===== config.mk =====
export PLATFORM = sky130hd
export DESIGN_NAME = status_flag_unit
export DESIGN_NICKNAME = d
export VERILOG_FILES = /design/src/rtl/sfu_pkg.sv /design/src/rtl/sfu_arith.sv /design/src/rtl/sfu_cond.sv /design/src/rtl/sfu_flag_reg.sv /design/src/rtl/status_flag_unit.sv
export SDC_FILE = /design/constraint.sdc
export NUM_CORES = 1
export LEC_CHECK = 0
export BUFFER_PORTS_ARGS = -buffer_cell sky130_fd_sc_hd__buf_2
export CAP_MARGIN = 20
export CELL_PAD_IN_SITES_DETAIL_PLACEMENT = 1
export CELL_PAD_IN_SITES_GLOBAL_PLACEMENT = 1
export CORE_MARGIN = 2
export CORE_UTILIZATION = 39
export CTS_BUF_LIST = sky130_fd_sc_hd__clkbuf_8
export DETAILED_ROUTE_END_ITERATION = 8
export PLACE_DENSITY_LB_ADDON = 0.05
export REMOVE_ABC_BUFFERS = 1
export SYNTH_ARGS = -nofsm -noshare
export SYNTH_HDL_FRONTEND = slang
export SYNTH_SLANG_ARGS = --single-unit

===== constraint.sdc =====
create_clock -name clk -period 6.1 [get_ports clk]
set_input_delay 0.915 -clock clk [delete_from_list [all_inputs] [get_ports clk]]
set_output_delay 0.915 -clock clk [all_outputs]
set_load 0.02 [all_outputs]

===== src/rtl/sfu_pkg.sv =====
`timescale 1ns/1ps
package sfu_pkg;
  typedef enum logic [2:0] {
    OP_ADD = 3'd0, OP_SUB = 3'd1, OP_AND = 3'd2, OP_OR = 3'd3,
    OP_XOR = 3'd4, OP_PASS = 3'd5, OP_PASS6 = 3'd6, OP_PASS7 = 3'd7
  } op_e;

  typedef enum logic [1:0] {
    WD_BYTE = 2'd0, WD_HALF = 2'd1, WD_WORD = 2'd2, WD_WORD3 = 2'd3
  } width_e;

  typedef enum logic [2:0] {
    CMD_NONE = 3'd0, CMD_DIR_CLR = 3'd1, CMD_DIR_SET = 3'd2,
    CMD_IEN_CLR = 3'd3, CMD_IEN_SET = 3'd4, CMD_NOP5 = 3'd5,
    CMD_NOP6 = 3'd6, CMD_NOP7 = 3'd7
  } cmd_e;

  localparam int unsigned FLAGS_W = 32;
  localparam int unsigned POS_CY  = 0;
  localparam int unsigned POS_ONE = 1;
  localparam int unsigned POS_PAR = 2;
  localparam int unsigned POS_AUX = 4;
  localparam int unsigned POS_ZR  = 6;
  localparam int unsigned POS_SG  = 7;
  localparam int unsigned POS_IEN = 9;
  localparam int unsigned POS_DIR = 10;
  localparam int unsigned POS_OV  = 11;
  localparam int unsigned NUM_LANES = 3;

  localparam logic [FLAGS_W-1:0] ONE_MASK = FLAGS_W'(1) << POS_ONE;
  localparam logic [FLAGS_W-1:0] WR_MASK =
      (FLAGS_W'(1) << POS_CY)  | (FLAGS_W'(1) << POS_PAR) |
      (FLAGS_W'(1) << POS_AUX) | (FLAGS_W'(1) << POS_ZR)  |
      (FLAGS_W'(1) << POS_SG)  | (FLAGS_W'(1) << POS_IEN) |
      (FLAGS_W'(1) << POS_DIR) | (FLAGS_W'(1) << POS_OV);

  typedef struct packed {
    logic cy;
    logic ov;
    logic aux;
    logic zr;
    logic sg;
    logic par;
  } cond_t;

  function automatic logic [1:0] lane_of(width_e w);
    case (w)
      WD_BYTE: return 2'd0;
      WD_HALF: return 2'd1;
      default: return 2'd2;
    endcase
  endfunction
endpackage


===== src/rtl/sfu_arith.sv =====
`timescale 1ns/1ps
module sfu_arith
  import sfu_pkg::*;
#(
  parameter int unsigned DATA_W = 32
) (
  input  op_e               op,
  input  width_e            wsel,
  input  logic [DATA_W-1:0] a,
  input  logic [DATA_W-1:0] b,
  output logic [DATA_W-1:0] res,
  output logic              cy,
  output logic              ov,
  output logic              aux
);
  logic [NUM_LANES-1:0] lane_cy, lane_ov, lane_aux;
  logic [DATA_W-1:0]    lane_res  [NUM_LANES];
  logic [DATA_W-1:0]    lane_mask [NUM_LANES];
  logic                 is_sub;
  logic [1:0]           sel;
  logic [DATA_W-1:0]    logic_val;

  assign is_sub = (op == OP_SUB);
  assign sel    = lane_of(wsel);

  for (genvar g = 0; g < NUM_LANES; g++) begin : g_lane
    localparam int unsigned LW = DATA_W >> (NUM_LANES - 1 - g);
    logic [LW-1:0] al, bl;
    logic [LW:0]   ext;
    assign al  = a[LW-1:0];
    assign bl  = b[LW-1:0];
    assign ext = is_sub ? ({1'b0, al} - {1'b0, bl}) : ({1'b0, al} + {1'b0, bl});
    assign lane_cy[g]   = ext[LW];
    assign lane_ov[g]   = (is_sub ? (al[LW-1] ^ bl[LW-1]) : ~(al[LW-1] ^ bl[LW-1]))
                          & (ext[LW-1] ^ al[LW-1]);
    assign lane_aux[g]  = al[4] ^ bl[4] ^ ext[4];
    assign lane_res[g]  = DATA_W'(ext[LW-1:0]);
    assign lane_mask[g] = DATA_W'({LW{1'b1}});
  end

  always_comb begin
    case (op)
      OP_AND:  logic_val = a & b;
      OP_OR:   logic_val = a | b;
      OP_XOR:  logic_val = a ^ b;
      default: logic_val = a;
    endcase
    if (op == OP_ADD || op == OP_SUB) res = lane_res[sel];
    else                              res = logic_val & lane_mask[sel];
    cy  = lane_cy[sel];
    ov  = lane_ov[sel];
    aux = lane_aux[sel];
  end
endmodule


===== src/rtl/sfu_cond.sv =====
`timescale 1ns/1ps
module sfu_cond
  import sfu_pkg::*;
#(
  parameter int unsigned DATA_W = 32,
  parameter int unsigned PAR_W  = 8
) (
  input  width_e            wsel,
  input  logic [DATA_W-1:0] res,
  output logic              zr,
  output logic              sg,
  output logic              par
);
  logic [NUM_LANES-1:0] lane_zr, lane_sg;
  logic [1:0] sel;

  assign sel = lane_of(wsel);

  for (genvar g = 0; g < NUM_LANES; g++) begin : g_lane
    localparam int unsigned LW = DATA_W >> (NUM_LANES - 1 - g);
    assign lane_zr[g] = ~|res[LW-1:0];
    assign lane_sg[g] = res[LW-1];
  end

  assign zr  = lane_zr[sel];
  assign sg  = lane_sg[sel];
  assign par = ~^res[PAR_W-1:0];
endmodule


===== src/rtl/sfu_flag_reg.sv =====
`timescale 1ns/1ps
module sfu_flag_reg
  import sfu_pkg::*;
(
  input  logic               clk,
  input  logic               rst,
  input  logic               upd,
  input  op_e                op,
  input  cond_t              cond,
  input  cmd_e               cmd,
  input  logic               ld,
  input  logic [FLAGS_W-1:0] ld_word,
  output logic [FLAGS_W-1:0] q
);
  logic [FLAGS_W-1:0] nxt;

  always_comb begin
    nxt = q;
    if (upd) begin
      nxt[POS_ZR]  = cond.zr;
      nxt[POS_SG]  = cond.sg;
      nxt[POS_PAR] = cond.par;
      case (op)
        OP_ADD, OP_SUB: begin
          nxt[POS_CY]  = cond.cy;
          nxt[POS_OV]  = cond.ov;
          nxt[POS_AUX] = cond.aux;
        end
        OP_AND, OP_OR, OP_XOR: begin
          nxt[POS_CY] = 1'b0;
          nxt[POS_OV] = 1'b0;
        end
        default: ;
      endcase
    end
    case (cmd)
      CMD_DIR_CLR: nxt[POS_DIR] = 1'b0;
      CMD_DIR_SET: nxt[POS_DIR] = 1'b1;
      CMD_IEN_CLR: nxt[POS_IEN] = 1'b0;
      CMD_IEN_SET: nxt[POS_IEN] = 1'b1;
      default: ;
    endcase
    if (ld) nxt = (ld_word & WR_MASK) | ONE_MASK;
  end

  always_ff @(posedge clk) begin
    if (rst) q <= ONE_MASK;
    else     q <= nxt;
  end

  // reserved positions are fixed in every cycle after reset
  assert_rsvd_fixed_R2: assert property (@(posedge clk) disable iff (rst)
    (q & ~WR_MASK) == ONE_MASK);

  // no strobe of any kind leaves the word untouched
  assert_idle_hold_R12: assert property (@(posedge clk) disable iff (rst)
    (!upd && !ld && cmd == CMD_NONE) |=> $stable(q));

  // set-direction touches only the direction bit
  assert_dir_set_R10: assert property (@(posedge clk) disable iff (rst)
    (!ld && !upd && cmd == CMD_DIR_SET) |=>
      (q[POS_DIR] && ((q & ~(FLAGS_W'(1) << POS_DIR)) == ($past(q) & ~(FLAGS_W'(1) << POS_DIR)))));

  // logic ops clear carry and overflow and keep aux-carry
  assert_logic_clears_R8: assert property (@(posedge clk) disable iff (rst)
    (!ld && upd && (op == OP_AND || op == OP_OR || op == OP_XOR)) |=>
      (!q[POS_CY] && !q[POS_OV] && q[POS_AUX] == $past(q[POS_AUX])));

  // a zero result can never carry a set sign bit
  assert_zero_sign_R5: assert property (@(posedge clk) disable iff (rst)
    (!ld && upd) |=> !(q[POS_ZR] && q[POS_SG]));

  // pass-through leaves carry, overflow and aux-carry alone
  assert_pass_keeps_R9: assert property (@(posedge clk) disable iff (rst)
    (!ld && upd && (op == OP_PASS || op == OP_PASS6 || op == OP_PASS7)) |=>
      (q[POS_CY] == $past(q[POS_CY]) && q[POS_OV] == $past(q[POS_OV]) &&
       q[POS_AUX] == $past(q[POS_AUX])));
endmodule


===== src/rtl/status_flag_unit.sv =====
`timescale 1ns/1ps
module status_flag_unit
  import sfu_pkg::*;
#(
  parameter int unsigned DATA_W = 32,
  parameter int unsigned PAR_W  = 8
) (
  input  logic               clk,
  input  logic               rst,
  input  logic               upd_en,
  input  logic [2:0]         op_sel,
  input  logic [1:0]         width_sel,
  input  logic [DATA_W-1:0]  src_a,
  input  logic [DATA_W-1:0]  src_b,
  input  logic [2:0]         ctl_cmd,
  input  logic               load_en,
  input  logic [FLAGS_W-1:0] load_word,
  output logic [FLAGS_W-1:0] flags
);
  op_e               op_c;
  width_e            wd_c;
  cmd_e              cmd_c;
  logic [DATA_W-1:0] result;
  cond_t             cond;

  assign op_c  = op_e'(op_sel);
  assign wd_c  = width_e'(width_sel);
  assign cmd_c = cmd_e'(ctl_cmd);

  sfu_arith #(.DATA_W(DATA_W)) u_arith (
    .op(op_c), .wsel(wd_c), .a(src_a), .b(src_b),
    .res(result), .cy(cond.cy), .ov(cond.ov), .aux(cond.aux)
  );

  sfu_cond #(.DATA_W(DATA_W), .PAR_W(PAR_W)) u_cond (
    .wsel(wd_c), .res(result), .zr(cond.zr), .sg(cond.sg), .par(cond.par)
  );

  sfu_flag_reg u_reg (
    .clk(clk), .rst(rst), .upd(upd_en), .op(op_c), .cond(cond),
    .cmd(cmd_c), .ld(load_en), .ld_word(load_word), .q(flags)
  );
endmodule


# Word level (Yosys, flattened, before mapping)
# Cells that the tools add are included.
[totals]
register_bits = 8
output_inout_bits = 32
elab_cells = 98
[op_classes]
n_addsub = 6
order_cmp = 2
eq_ne = 9
muxes = 36
bitwise = 21
n_reduce_logical = 19
[ops]
columns = ["op", "n"]
rows = [
  ["2-to-1 mux 32 bit", 5],
  ["binary-select mux 32 bit (select 2 bit)", 2],
  ["case mux 32 bit (3 select lines)", 1],
  ["AND 32 bit", 2],
  ["adder 32 x 32 -> 33 bit", 1],
  ["2-to-1 mux 33 bit", 1],
  ["subtractor 32 x 32 -> 33 bit", 1],
  ["bitwise OR 32 bit", 1],
  ["OR reduction 32 bit", 1],
  ["XOR 32 bit", 1],
  ["adder 16 x 16 -> 17 bit", 1],
  ["2-to-1 mux 17 bit", 1],
  ["subtractor 16 x 16 -> 17 bit", 1],
  ["OR reduction 16 bit", 1],
  ["2-to-1 mux 1 bit", 13],
  ["equality test 3 x 2 -> 1 bit, second input constant", 4],
  ["2-to-1 mux 12 bit", 1],
  ["binary-select mux 1 bit (select 2 bit)", 5],
  ["XOR 1 bit", 10],
  ["adder 8 x 8 -> 9 bit", 1],
  ["2-to-1 mux 9 bit", 1],
  ["nonzero test 3 bit", 3],
  ["subtractor 8 x 8 -> 9 bit", 1],
  ["case mux 1 bit (2 select lines)", 4],
  ["other kinds (20)", 30],
]

# Longest topological paths before layout
# Gate-level depths: netlist of run 1.
[logic_depth]
word_depth = 14
ltp_mapped = 23
depth_no_buf = 21

# By module
# Synthesis of run 1 repeated with hierarchy kept, for this count alone.
[unflattened]
hier_cells = 775
area_unflattened_um2 = 5402.7
[by_module_without_submodules]
columns = ["mod", "instances", "cells_each", "area_each_um2", "seq_area_each_um2"]
rows = [
  ["sfu_arith", 1, 674, 4615.7, 0.0],
  ["sfu_flag_reg", 1, 71, 585.6, 160.2],
  ["sfu_cond", 1, 30, 201.4, 0.0],
]

# Least setup slack after synthesis of run 1
# OpenSTA, ideal clock, no wires.
[synth_timing]
path_type = "input -> register"
startpoint = "input port src_b[5]"
endpoint = "register u_reg.q[0]"
setup_time_ns = 0.103
arrival_time_ns = 5.117
required_time_ns = 5.997
slack_ns = 0.879
stages = 17
n_path_buf = 0
cell_sequence = "or4_4 > or3_4 > nor4_1 > nand2_1 > nor2_1 > nand4_1 > nor3_1 > a31oi_1 > xnor2_1 > ha_1 > a211oi_1 > nand2_1 > or3_1 > o21ai_0 > o21ai_0 > a31o_1 > a2111oi_2"
[synth_via]
elab_chain_cells = 7
word_cells_on_any_way = 14
classes_between = "6 x add/sub; 8 x mux"
[synth_rtl]
columns = ["item", "line_no", "rtl"]
rows = [
  ["from (decl)", "status_flag_unit.sv:14", "input logic [DATA_W-1:0] src_b,"],
  ["adder 32 x 32 -> 33 bit (tied with other cells)", "sfu_arith.sv:32", "assign ext = is_sub ? ({1'b0, al} - {1'b0, bl}) : ({1'b0, al} + {1'b0, bl});"],
  ["2-to-1 mux 33 bit (tied with other cells)", "sfu_arith.sv:32", ""],
  ["binary-select mux 1 bit (select 2 bit) *", "sfu_arith.sv:50", "cy = lane_cy[sel];"],
  ["2-to-1 mux 1 bit (not written as such) *", "sfu_arith.sv:50", ""],
  ["case mux 1 bit (2 select lines) *", "sfu_flag_reg.sv:23", "case (op)"],
  ["2-to-1 mux 1 bit *", "sfu_flag_reg.sv:19", "if (upd) begin"],
  ["2-to-1 mux 12 bit *", "sfu_flag_reg.sv:43", "if (ld) nxt = (ld_word & WR_MASK) | ONE_MASK;"],
  ["to (signal assigned)", "sfu_flag_reg.sv:48", "else q <= nxt;"],
  ["to (decl)", "sfu_flag_reg.sv:13", "output logic [FLAGS_W-1:0] q"],
]
# Mark *: on every way between the ends. The rest lies on a longest branch, timed or not. The select of a mux whose other input is x is not followed.
# A chain may end at the register's enable or synchronous reset.

# Final worst setup path of run 1
[layout_timing]
startpoint = "input port src_b[5]"
endpoint = "register u_reg.q[6]"
[layout_via]
elab_chain_cells = 12
word_cells_on_any_way = 28
classes_between = "6 x add/sub; 12 x mux; 4 x bitwise; 6 x reduce/logical"
[layout_rtl]
columns = ["item", "line_no", "rtl"]
rows = [
  ["adder 32 x 32 -> 33 bit (tied with other cells)", "sfu_arith.sv:32", ""],
  ["2-to-1 mux 33 bit (tied with other cells)", "sfu_arith.sv:32", ""],
  ["binary-select mux 32 bit (select 2 bit)", "sfu_arith.sv:48", "if (op == OP_ADD || op == OP_SUB) res = lane_res[sel];"],
  ["2-to-1 mux 32 bit (not written as such) (2 in series)", "sfu_arith.sv:48", ""],
  ["2-to-1 mux 32 bit *", "sfu_arith.sv:48", ""],
  ["OR reduction 32 bit (tied with other cells)", "sfu_cond.sv:21", "assign lane_zr[g] = ~|res[LW-1:0];"],
  ["zero test 1 bit", "sfu_cond.sv:21", ""],
  ["binary-select mux 1 bit (select 2 bit) *", "sfu_cond.sv:25", "assign zr = lane_zr[sel];"],
  ["2-to-1 mux 1 bit (not written as such) *", "sfu_cond.sv:25", ""],
  ["2-to-1 mux 2 bit *", "sfu_flag_reg.sv:19", ""],
  ["2-to-1 mux 12 bit *", "sfu_flag_reg.sv:43", ""],
]
# Marks and branches as above.

==> out/qor.csv, run 1 <==
metric,value,unit
status,"complete, no violations",
final_cells,1001,
finalWeightedCongestion,0.9069,
start_util,0.4030,
rsz0062_at_grt,no,
synth_mux_area_frac,0.005857,
ys_seq_area_frac,0.03123,
timing.setup.tns,0,ns
ctsResizeCount,0,
firstDrtPassIters,4,
vias_per_cell,5.666,
synth-seq-cells,8,
hold_buffers,0,
largest_register_ff_count,8,
avgSynthCellArea,6.986,um^2
cts-root-buf,clkbuf_8,
min_period_over_period,0.9464,
synth_area,0.005127,mm^2
fmax,173.2,MHz
dieHeight,118.7,um
fp.dieArea,0.01408,mm^2
regArea,160.2,um^2
power_density,123.4,mW/mm^2
dr.first_iter.drc_count,197,
clkLatencyLatePin,0.23,ns
antenna_cells,0,
ant_nets,0,
multiInputGateArea,0.004424,mm^2
via_count,5672,
die_w,118.7,um
portBuffers,91,
synth_top_family_by_area,compound AO/OA/AOI/OAI gates,
r2r_start,u_reg.q[6],
grt.overflow.total,0,
grt_pass1_vias,5929,
synth_adder_area_share,0.2504,
ys.flop_type,dfxtp_1,
dp_hpwl,15300,um
clock_skew,0,ns
ys_types,70,
synth_edf_count,0,
leakage,2.849,nW
finalPower,0.7170,mW
relSlewSlack,0.5060,
required,6.21,ns
synthCells,734,
wirelength,18120,um
io_pins,140,
synth_simple_gate_area_frac,0.2003,
synth_warnings,0,
ff2ff_path_depth,5,
num-nets-final,1041,
hold_start,u_reg.q[0],
synth_async_sr_flop_share,0,
fillers,1750,
period_needed,5.773,ns
ir_drop,0.00006855,V
holdCritPathClass,reg2reg,
cts_setup_buffers,0,
wl_per_cell,18.10,um
grt_start_max_net_pins,20,
htree_num_levels,1,
final_layout_size_suffix_gt1_frac,0.1641,
min_delay_path_depth,2,
drc,0,
worst_ep_arrival_time,5.88,ns
syn_to_final_growth,13.32,%
grtUsageTotal,0.2527,
core_area,0.01272,mm^2
antenna_found_initial,0,
tritoncts,yes,
drv_cap,0,
top_register,u_reg.q,
rrSetupSlack,5.09,ns
setup_viol,0,
synth_xor_area_frac,0.1093,
hold_violations,0,
clock_path_buffers,2,
worstMarginPinSlew,0.7343,ns
clkSinkCount,8,
crit_path_end_kind,flop,
worstPathMaxFanout,5,
row_count,41,
hold-path-endpoint,u_reg.q[0],
synth_compound_area_frac,0.2794,
slew_viol_final,0,
worst_r2r_endpoint,u_reg.q[6],
critPathKind,in2reg,
top_regs,u_reg.q x8,
dp_cells,998,
setup.worst_path.start_class,input pin,
clkSlewWorstSetupHoldPaths,0.04,ns
cts_made_buffers,3,
grt_pass1_wl,29660,um
## where the power goes
group,internal [mW],switching [mW]
clock network,0.0427,0.0202
logic,0.242,0.352
registers,0.0573,0.00263
## per-layer routing
| metal | global-route usage | vias up | part of all wire |
|---|---|---|---|
| met2 | 0.4335 | 145 | 0.47 |
| met4 | 0.06027 | 0 | 0.015 |
| li1 | - | 2779 | - |
| met1 | 0.3428 | 2729 | 0.48 |
| met3 | 0.01786 | 19 | 0.043 |
| met5 | 0 | - | 0 |
## critical path, stage by stage
cell	delay, ns
buf_2	0.12
or4_4	0.56
or3_4	0.37
nor4_1	0.38
nand2_1	0.18
nor2_1	0.24
nand4_1	0.19
nor3_1	0.31
a31oi_1	0.16
xnor2_1	0.15
ha_1	0.31
a211oi_1	0.31
nand2_1	0.08
or3_1	0.36
o21ai_0	0.19
buf_4	0.17
o21ai_0	0.17
xor2_1	0.20
nand3_1	0.11
nand4_1	0.08
o41ai_1	0.30
## synthesized netlist by cell type (all sizes together), types with 9 or more instances
cell type  instances  share of area
ha               101           0.25
inv               78          0.057
a21oi             67          0.065
o21ai             52          0.053
xnor2             52          0.089
nand2             47          0.035
nor2              47          0.034
buf               27          0.040
clkbuf            23          0.025
nor3              18          0.018
nand3             17          0.017
a21o              15          0.022
a31oi             13          0.016
nand4             13          0.016
a211oi            12          0.018
xor2              12          0.020
nor4              11          0.013
or3                9          0.013
## through the flow
| stage | hold WS [ns] | area [um^2] | utilization | setup WS, ns |
|---|---|---|---|---|
| after global routing | 0.6103 | 5811 | 0.4567 | 0.03379 |
| after global placement | 0.5583 | 5769 | 0.4535 | 0.2536 |
| after CTS | 0.5690 | 5811 | 0.4567 | 0.3335 |
| after detailed placement | 0.5598 | 5769 | 0.4535 | 0.1252 |
| after floorplan | 0.6129 | 4881 | - | 0.8741 |
| final | 0.5648 | 5811 | 0.4567 | 0.3267 |
## cells by family after synthesis
family          after synthesis
fa+ha+maj                   102
xor+xnor                     64
simple gates                202
other cells                   2
mux                           3
flops                         8
buf+inv                     129
compound gates              224
## how the worst max path moves through the flow
stage,start,depth (start not counted),slack (ns),endpoint
after floorplan,src_b[5],17,0.87,u_reg.q[0]
after global placement,src_b[5],21,0.25,u_reg.q[6]
after detailed placement,src_b[5],21,0.13,u_reg.q[6]
after CTS,src_b[5],21,0.33,u_reg.q[6]
after global routing,src_b[5],21,0.03,u_reg.q[6]
final,src_b[5],21,0.33,u_reg.q[6]
## area by class of cell
| type | count | area share |
|---|---|---|
| Multi-Input combinational cell | 619 | 0.7614 |
| Timing Repair Buffer | 120 | 0.1158 |
| Inverter | 79 | 0.05103 |
| Tap cell | 172 | 0.03704 |
| Sequential cell | 8 | 0.02756 |
| Clock buffer | 3 | 0.007106 |
## cell usage in the layout, fill, tap and decap left out, types with 12 or more instances in the layout
master	instances
a211oi_1	12
a21o_1	15
buf_4	29
a31oi_1	13
xor2_1	12
a21oi_1	67
o21ai_0	51
xnor2_1	52
inv_1	78
ha_1	101
nand4_1	13
nand2_1	46
nor2_1	47
conb_1	24
nor3_1	18
buf_2	91
nand3_1	17
Note: power is estimated with default switching activity, not from simulation.
==> run 2: changes to the inputs <==
--- a/config.mk
+++ b/config.mk
@@ -14,7 +14,6 @@
 export CTS_BUF_LIST = sky130_fd_sc_hd__clkbuf_8
 export DETAILED_ROUTE_END_ITERATION = 8
 export PLACE_DENSITY_LB_ADDON = 0.05
-export REMOVE_ABC_BUFFERS = 1
 export SYNTH_ARGS = -nofsm -noshare
 export SYNTH_HDL_FRONTEND = slang
 export SYNTH_SLANG_ARGS = --single-unit
==> out/qor.csv, run 2 (synthesis results as in run 1) <==
metric,value,unit
largest_register_ff_count,8,
clkLatencyLatePin,0.23,ns
grt_pass1_vias,5720,
dieHeight,118.7,um
wirelength,17460,um
fp.dieArea,0.01408,mm^2
worstPathMaxFanout,5,
hold-path-endpoint,u_reg.q[0],
grt.overflow.total,0,
grtUsageMet2,0.4325,
gr-usage-met1,0.3200,
clkSinkCount,8,
clkSlewWorstSetupHoldPaths,0.04,ns
vias_per_cell,5.630,
crit_path_end_kind,flop,
ir_drop,0.00004077,V
clock_skew,0,ns
final_cell_mix,"101 x ha_1, 91 x buf_2, 78 x inv_1",
top_register,u_reg.q,
core_area,0.01272,mm^2
layout_commonest_cell,ha_1,
relSlewSlack,0.3785,
dp_hpwl,14800,um
min_delay_path_depth,2,
io_pins,140,
min_period_over_period,0.9181,
tritoncts,yes,
start_util,0.4030,
rsz0062_at_grt,no,
drc,0,
grtUsageTotal,0.2408,
slew_viol_final,0,
required,6.19,ns
cts_made_buffers,3,
final_layout_size_suffix_gt1_frac,0.1499,
cts-root-buf,clkbuf_8,
worstMarginPinSlew,0.9251,ns
num-nets-final,1026,
wl_per_cell,17.71,um
grt_start_max_net_pins,31,
antenna_cells,0,
leakage,2.777,nW
status,"complete, no violations",
setup_slack,0.4996,ns
rrSetupSlack,5.09,ns
timing.setup.tns,0,ns
firstDrtPassIters,4,
worst_r2r_endpoint,u_reg.q[6],
power_density,122.7,mW/mm^2
met3_usage,0.01158,
ff2ff_path_depth,5,
ant_nets,0,
holdWs,0.5550,ns
htree_num_levels,1,
hold_violations,0,
grt_pass1_wl,28180,um
setup_viol,0,
antenna_found_initial,0,
gr-max-usage-layer,met2,
hold_start,u_reg.q[0],
drv_cap,0,
worst_ep_arrival_time,5.69,ns
holdCritPathClass,reg2reg,
r2r_start,u_reg.q[6],
clock_path_buffers,2,
finalWeightedCongestion,0.9028,
fmax,178.6,MHz
die_w,118.7,um
portBuffers,91,
top_regs,u_reg.q x8,
via_count,5551,
row_count,41,
setup.worst_path.start_class,input pin,
period_needed,5.600,ns
dr.first_iter.drc_count,148,
place_ws,0.1211,ns
syn_to_final_growth,11.25,%
critPathKind,in2reg,
-- run 2: layout make-up --
| class | instances | area (um^2) |
|---|---|---|
| Clock buffer | 3 | 41.29 |
| Timing Repair Buffer | 105 | 560.5 |
| Sequential cell | 8 | 160.2 |
| Multi-Input combinational cell | 619 | 4431 |
| Fill cell | 1723 | 7018 |
| Inverter | 79 | 296.5 |
| Tap cell | 172 | 215.2 |
-- run 2: what timing repair did --
action / CTS / global route
endpoints found under the setup margin: 0 / 1
hold buffers: 0 / 0
resized for setup: 0 / 1
buffers inserted: 0 / 0
hold endpoints to repair: 0 / 0
-- run 2: stage by stage --
| step | cells | power (mW) | area, um^2 | util |
|---|---|---|---|---|
| after CTS | 986 | 0.7009 | 5698 | 0.4479 |
| final | 986 | 0.6997 | 5704 | 0.4484 |
| after floorplan | 756 | 0.4762 | 5210 | - |
| after global placement | 983 | 0.6166 | 5657 | 0.4446 |
| after detailed placement | 983 | 0.6330 | 5657 | 0.4446 |
| after global routing | 986 | 0.7739 | 5704 | 0.4484 |
-- run 2: worst max path at each step --
| stage | start | to | slack, ns | cells past startpoint |
|---|---|---|---|---|
| after floorplan | src_b[5] | u_reg.q[0] | 0.88 | 17 |
| after global placement | src_b[5] | u_reg.q[6] | 0.17 | 21 |
| after detailed placement | src_b[5] | u_reg.q[6] | 0.12 | 21 |
| after CTS | src_b[5] | u_reg.q[6] | 0.35 | 21 |
| after global routing | src_b[5] | u_reg.q[6] | 0.04 | 21 |
| final | src_b[5] | u_reg.q[6] | 0.50 | 21 |
-- run 2: metal layers --
layer	share of wire	vias to the layer above	routed length, um
li1	-	2748	-
met1	0.46	2657	8076
met2	0.48	124	8398
met3	0.042	22	736
met4	0.014	0	246
met5	0	-	0
-- run 2: worst max-delay path, cell delays in order --
cell,delay [ns]
buf_2,0.11
or4_4,0.54
or3_4,0.39
nor4_2,0.23
nand2_1,0.12
nor2_1,0.23
nand4_1,0.18
nor3_1,0.28
a31oi_1,0.14
xnor2_1,0.18
ha_1,0.28
a211oi_1,0.30
nand2_1,0.08
or3_1,0.36
o21ai_0,0.21
buf_4,0.18
o21ai_0,0.20
xor2_1,0.21
nand3_1,0.11
nand4_1,0.08
o41ai_1,0.36
-- run 2: power by group --
group	total (mW)	internal [mW]	leakage (nW)	switching [mW]
registers	0.0597	0.0573	0.0662	0.00241
logic	0.576	0.231	2.69	0.345
clock network	0.0643	0.0428	0.0216	0.0215
total	0.700	0.331	2.78	0.369
